## src/rtl/sram_ctl.sv

```systemverilog
module sram_ctl #(
  parameter int AW        = 11,
  parameter int DW        = 8,
  parameter int T_AS      = 1,
  parameter int T_RD      = 2,
  parameter int T_WP      = 1,
  parameter int T_DW      = 1,
  parameter int T_WHZ     = 1,
  parameter int T_DH      = 0,
  parameter int T_REC     = 1,
  parameter int WR_OE_LOW = 0
) (
  input  logic          clk,
  input  logic          rst_n,
  input  logic          req_valid,
  output logic          req_ready,
  input  logic          req_write,
  input  logic [AW-1:0] req_addr,
  input  logic [DW-1:0] req_wdata,
  output logic          rd_valid,
  output logic [DW-1:0] rd_data,
  output logic [AW-1:0] mem_addr,
  output logic          mem_cs_n,
  output logic          mem_oe_n,
  output logic          mem_we_n,
  output logic [DW-1:0] mem_dq_out,
  output logic          mem_dq_oe,
  input  logic [DW-1:0] mem_dq_in
);

  localparam int WE_BASE  = (T_WP > T_DW) ? T_WP : T_DW;
  localparam int WE_OEL   = T_WHZ + T_DW;
  localparam int WE_LEN   = (WR_OE_LOW != 0 && WE_OEL > WE_BASE) ? WE_OEL : WE_BASE;
  localparam int DRV_AT   = (WR_OE_LOW != 0) ? T_WHZ : 0;
  localparam int SUM_LEN  = T_AS + T_RD + WE_LEN + T_REC + T_DH + 2;
  localparam int CW       = $clog2(SUM_LEN);

  localparam logic [CW-1:0] LAST_AS  = CW'(T_AS - 1);
  localparam logic [CW-1:0] LAST_RD  = CW'(T_RD - 1);
  localparam logic [CW-1:0] LAST_WE  = CW'(WE_LEN - 1);
  localparam logic [CW-1:0] LAST_REC = CW'(T_REC - 1);
  localparam logic [CW-1:0] DRV_PRE  = CW'(DRV_AT - 1);
  localparam logic [CW-1:0] DH_LAST  = CW'(T_DH - 1);

  typedef enum logic [2:0] {S_IDLE, S_SETUP, S_READ, S_WRITE, S_RECOV} state_t;

  state_t        state;
  logic [CW-1:0] cnt;
  logic          wr_q;

  assign req_ready = (state == S_IDLE);

  always_ff @(posedge clk) begin
    if (!rst_n) begin
      state      <= S_IDLE;
      cnt        <= '0;
      wr_q       <= 1'b0;
      mem_addr   <= '0;
      mem_cs_n   <= 1'b1;
      mem_oe_n   <= 1'b1;
      mem_we_n   <= 1'b1;
      mem_dq_out <= '0;
      mem_dq_oe  <= 1'b0;
      rd_valid   <= 1'b0;
      rd_data    <= '0;
    end else begin
      rd_valid <= 1'b0;
      case (state)
        S_IDLE: begin
          if (req_valid) begin
            mem_addr   <= req_addr;
            wr_q       <= req_write;
            mem_dq_out <= req_wdata;
            cnt        <= '0;
            state      <= S_SETUP;
          end
        end
        S_SETUP: begin
          if (cnt == LAST_AS) begin
            cnt      <= '0;
            mem_cs_n <= 1'b0;
            if (wr_q) begin
              mem_we_n  <= 1'b0;
              mem_oe_n  <= (WR_OE_LOW == 0);
              mem_dq_oe <= (DRV_AT == 0);
              state     <= S_WRITE;
            end else begin
              mem_oe_n <= 1'b0;
              state    <= S_READ;
            end
          end else begin
            cnt <= cnt + 1'b1;
          end
        end
        S_READ: begin
          if (cnt == LAST_RD) begin
            rd_data  <= mem_dq_in;
            rd_valid <= 1'b1;
            mem_cs_n <= 1'b1;
            mem_oe_n <= 1'b1;
            cnt      <= '0;
            state    <= S_RECOV;
          end else begin
            cnt <= cnt + 1'b1;
          end
        end
        S_WRITE: begin
          if (DRV_AT > 0 && cnt == DRV_PRE) mem_dq_oe <= 1'b1;
          if (cnt == LAST_WE) begin
            mem_cs_n  <= 1'b1;
            mem_we_n  <= 1'b1;
            mem_oe_n  <= 1'b1;
            mem_dq_oe <= (T_DH > 0);
            cnt       <= '0;
            state     <= S_RECOV;
          end else begin
            cnt <= cnt + 1'b1;
          end
        end
        S_RECOV: begin
          if (T_DH > 0 && cnt == DH_LAST) mem_dq_oe <= 1'b0;
          if (cnt == LAST_REC) begin
            mem_dq_oe <= 1'b0;
            cnt       <= '0;
            state     <= S_IDLE;
          end else begin
            cnt <= cnt + 1'b1;
          end
        end
        default: state <= S_IDLE;
      endcase
    end
  end

endmodule

```

## config.mk

```make
export PLATFORM = sky130hd
export DESIGN_NAME = sram_ctl
export DESIGN_NICKNAME = d
export VERILOG_FILES = /design/src/rtl/sram_ctl.sv
export SDC_FILE = /design/constraint.sdc
export NUM_CORES = 1
export LEC_CHECK = 0
export BUFFER_PORTS_ARGS = -buffer_cell sky130_fd_sc_hd__buf_4
export CAP_MARGIN = 15
export CORE_ASPECT_RATIO = 1.25
export CORE_UTILIZATION = 51
export CTS_CLUSTER_SIZE = 20
export DETAILED_ROUTE_END_ITERATION = 10
export PLACE_DENSITY = 0.93
export SLEW_MARGIN = 20
export SYNTH_ARGS = -nofsm -noshare
export SYNTH_HDL_FRONTEND = slang
export SYNTH_SLANG_ARGS = --single-unit
```

## constraint.sdc

```tcl
create_clock -name clk -period 4.2 [get_ports clk]
set_input_delay 0.63 -clock clk [delete_from_list [all_inputs] [get_ports clk]]
set_output_delay 0.63 -clock clk [all_outputs]
set_load 0.03 [all_outputs]
```

# Word level (Yosys, flattened, before mapping)
# Cells that the tools add are included.
op_classes:
  addsub: 1
  n_eq_ne: 12
  mux: 25
  n_reduce_logical: 16
ops:
  columns: ["op", "n"]
  rows:
  - ["2-to-1 mux 3 bit", 8]
  - ["case mux 3 bit (5 select lines)", 1]
  - ["inequality test 2 bit (second input constant)", 6]
  - ["AND reduction 4 bit", 3]
  - ["2-to-1 mux 1 bit", 11]
  - ["case mux 3 bit (3 select lines)", 1]
  - ["AND reduction 2 bit", 4]
  - ["equality test 3 x 1 -> 1 bit (second input constant)", 2]
  - ["equality test 3 x 2 -> 1 bit (second input constant)", 2]
  - ["logical NOT 3 bit", 2]
  - ["case mux 1 bit (3 select lines)", 2]
  - ["nonzero test 3 bit", 2]
  - ["AND reduction 5 bit", 1]
  - ["case mux 1 bit (2 select lines)", 2]
  - ["nonzero test 2 bit", 2]
  - ["adder 3 x 1 -> 3 bit (second input constant)", 1]
  - ["equality test 3 bit (second input constant)", 1]
  - ["OR reduction 3 bit", 1]
  - ["inequality test 2 x 1 -> 1 bit (second input constant)", 1]
  - ["OR reduction 2 bit", 1]
word_totals:
  register_bits: 39
  input_bits: 31
  output_inout_bits: 33
  word_cells: 65

# Depth between registers and ports, before layout
logic_depth:
  depth_word: 4
  depth_mapped: 7
  ltp_nobuf: 6

# Worst setup path before layout
# OpenSTA, ideal clock, no wires.
synth_path:
  path_type: "flip-flop to output port"
  startpoint: "register state[2]"
  endpoint: "output port req_ready"
  t_arrival_ps: 918
  t_required_ps: 3570
  path_slack_ps: 2652
  stages_incl_launch_ff: 3
  n_path_buf: 0
  cell_sequence: "dfxtp_1 -> or3_1 -> inv_1"
synth_via:
  elab_chain_len: 1
synth_lines:
  columns: ["element", "line", "text"]
  rows:
  - ["start: declaration", "47", "state_t state;"]
  - ["start signal: assignment", "55", "state <= S_IDLE;"]
  - ["start signal: assignment", "75", "state <= S_SETUP;"]
  - ["start signal: assignment", "86", "state <= S_WRITE;"]
  - ["logical NOT 3 bit", "51", "assign req_ready = (state == S_IDLE);"]
  - ["end: declaration", "16", "output logic req_ready,"]
# Every way passes these cells.

# Worst setup path in the final report
# Ends and elaborated chain as after synthesis.

==> impl_metrics.py <==
metrics = {
    "worst_hold_path": {
        "whs_path_depth": 2,
        "min_path_type": "reg -> reg",
    },
    "critical_path": {
        "cp-end-kind": "primary output",
        "critPathCapture": "req_ready",
        "r2r_cells": 5,
        "worstPathArrival_ps": 1450,
        "r2r_setup_slack_ps": 2350,
        "worstPathRequired_ps": 3570,
        "worst_r2r_endpoint": "mem_addr[3]",
        "cp_max_fo": 11,
        "start_kind": "flop",
        "cp-startpoint": "state[2]",
        "path_class": "reg -> out",
        "r2r_start": "state[2]",
    },
    "synthesis": {
        "netlist_area_mm2": 0.001602,
        "ys_ff_latch": 39,
        "async_flop_share": 0,
        "synth-main-ff-cell": "dfxtp_1",
        "yosys_warnings": 0,
        "synth_cells": 191,
        "syn_nets": 225,
        "synth_area_per_cell_um2": 8.385,
        "ys_types": 30,
        "synth_enable_flop_cells": 0,
        "ys_seq_area_frac": 0.4875,
    },
    "global_route": {
        "grt.overflow.total": 0,
        "antenna_found_initial": 0,
        "first_global_vias": 1328,
        "grt_max_degree": 34,
        "grt_pass1_wl_um": 5437,
        "grt_usage": 0.2171,
    },
    "job": {
        "drv_cap": 0,
    },
    "clock_tree": {
        "cts-htree-levels": 2,
        "post_cts_buffers": 0,
        "cts_tree": "done",
        "clock_latency_ps": 340,
        "clk_pin_slew_ps": 110,
        "cts-resized-gates": 0,
        "cts.sinks": 39,
        "clk_path_buf_depth": 2,
        "cts_buffers": 5,
        "cts_hold_buffers": 0,
        "root_buffer": "clkbuf_4",
    },
    "placed_design": {
        "place.gp.congestion": 0.8899,
        "portBuffers": 63,
        "place_ws_ps": 2314,
        "hpwl_um": 2328,
    },
    "timing": {
        "setup_viol": 0,
        "finalWorstSetupSlack_ps": 2122,
        "report.final.slew_viol_count": 0,
        "fin_crit_sh": 0.4947,
        "fmax_ghz": 0.4813,
        "max_slew.worst_pin.slew_ps": 978.4,
        "slew_headroom": 0.3470,
        "skew_ps": 5.696,
        "hold_viol_final": 0,
        "min_period_ps": 2078,
        "fin_setup_tns_ps": 0,
        "rsz0062_at_grt": "false",
    },
    "power": {
        "power_switching_share": 0.3223,
        "p_sw_mw": 0.2565,
        "p_seq_frac": 0.521,
        "p_int_mw": 0.5394,
        "vdd_drop_max_v": 0.0003216,
        "comb_power_share": 0.244,
        "powerDensity_mw_per_mm2": 377.5,
        "p_leak_nw": 0.9848,
        "clock_power_share": 0.234,
    },
    "routing": {
        "drt-initial-drc-count": 66,
        "antenna_left": 0,
        "wl_per_cell_um": 11.42,
        "drc": 0,
        "vias": 1452,
        "avgViaCountPerCell": 5.077,
        "drt_wl_total_um": 3265,
        "dr.pass1.iters": 4,
    },
    "cells_and_area": {
        "layout-drive-gt1-share": 0.2880,
        "area_growth_pct": 31.64,
        "insertedDiodeCount": 0,
        "nNetsFinal": 283,
    },
    "die": {
        "fp-row-count": 22,
        "io_pins": 64,
        "initial_core_util": 0.5387,
        "dieHeight_um": 64.65,
        "dieArea_mm2": 0.003370,
        "die_width_um": 52.12,
        "core_mm2": 0.002973,
    },
    "status": {
        "status": "finished, final reports clean",
    },
}
placed cells by master, fill, tap and decap left out:
| cell type | n |
|---|---|
| a211o_1 | 1 |
| a21boi_0 | 3 |
| a21oi_1 | 22 |
| a21oi_2 | 1 |
| a2bb2oi_1 | 1 |
| and2_1 | 2 |
| buf_4 | 63 |
| clkbuf_1 | 1 |
| clkbuf_4 | 5 |
| clkinv_2 | 1 |
| clkinvlp_4 | 1 |
| dfxtp_1 | 39 |
| ha_1 | 3 |
| inv_1 | 5 |
| mux2i_1 | 9 |
| nand2_1 | 48 |
| nand2b_1 | 6 |
| nand3_1 | 1 |
| nand3b_1 | 1 |
| nand4_1 | 2 |
| nor2_1 | 14 |
| nor2b_1 | 1 |
| nor3b_1 | 2 |
| nor4_1 | 1 |
| o211a_1 | 1 |
| o21a_1 | 2 |
| o21ai_0 | 6 |
| o22ai_1 | 1 |
| o31a_1 | 1 |
| o32ai_1 | 1 |
| or3_1 | 4 |
| or3b_4 | 1 |
worst min-delay path by stage:
| stage | end | slack [ps] | start |
|---|---|---|---|
| after CTS | mem_addr[7] | 460 | mem_addr[7] |
| after detailed placement | mem_addr[7] | 450 | mem_addr[7] |
| after global placement | mem_addr[7] | 440 | mem_addr[7] |
| final | mem_dq_out[0] | 460 | mem_dq_out[0] |
| after floorplan | wr_q | 470 | wr_q |
| after global routing | mem_dq_out[1] | 480 | mem_dq_out[1] |
per-stage QoR:
stage | area (um2) | power [mW] | util | hold slack (ps) | instances
2_1_floorplan | 1602 | 0.5506 | - | 471.0 | 191
5_1_grt | 2108 | 0.8439 | 0.7092 | 484.6 | 286
3_5_place_dp | 2054 | 0.6184 | 0.6911 | 446.6 | 278
6_report | 2108 | 0.7958 | 0.7092 | 461.0 | 286
4_1_cts | 2108 | 0.8046 | 0.7092 | 463.3 | 286
3_3_place_gp | 2054 | 0.6155 | 0.6911 | 442.9 | 278
registers in the layout (all words and copies together) (netlist names):
name / count
mem_addr: 11
mem_dq_out: 8
rd_data: 8
cnt: 3
state: 3
mem_cs_n: 1
mem_dq_oe: 1
mem_oe_n: 1
mem_we_n: 1
rd_valid: 1
wr_q: 1
synthesized netlist by cell type (2+ instances only):
library cell  count  area, um2
a21boi_0          3      22.52
a21oi_1          22      110.1
and2_1            2      12.51
buf_2             4      20.02
buf_6             2      22.52
clkbuf_1          6      22.52
dfxtp_1          39      780.8
ha_1              3      37.54
inv_1             5      18.77
mux2i_1           9      90.09
nand2_1          48      180.2
nand2b_1          6      37.54
nand4_1           2      12.51
nor2_1           14      52.55
nor3b_1           2      15.01
o21a_1            2      15.01
o21ai_0           6      30.03
or3_1             4      25.02
kinds of logic after synthesis:
logic type | Yosys count | synth area share
DFF | 39 | 0.4875
AOI/OAI and AO/OA | 40 | 0.1484
buffers and inverters | 17 | 0.05234
and+or+nand+nor | 83 | 0.2320
adders and majority gates | 3 | 0.02344
muxes | 9 | 0.05625
power groups by stage:
stage	combinational [mW]	sequential [mW]	clock, mW
after floorplan	0.0944	0.456	0
after global placement	0.192	0.423	0
after CTS	0.196	0.415	0.194
after global routing	0.214	0.419	0.211
final	0.194	0.415	0.187
after detailed placement	0.195	0.423	0
area by class of cell:
cell class,count,area (um2)
well taps,36,45.04
clock buffers,6,41.29
multi-input cells,135,737.0
inverters,5,18.77
clock inverters,2,12.51
repair buffers,63,473.0
flip-flops and latches,39,780.7
fillers,251,864.6
layer usage:
| metal | track usage | part of all wire |
|---|---|---|
| met5 | 0 | 0 |
| met4 | 0.1081 | 0.021 |
| met3 | 0.07746 | 0.078 |
| met2 | 0.3462 | 0.48 |
| met1 | 0.2507 | 0.42 |
worst max-delay path, stage by stage, from the launching register on:
cell	delay, ps
dfxtp_1	410
or3_1	440
inv_1	100
buf_4	170
Power figures use the tool's default switching activity.
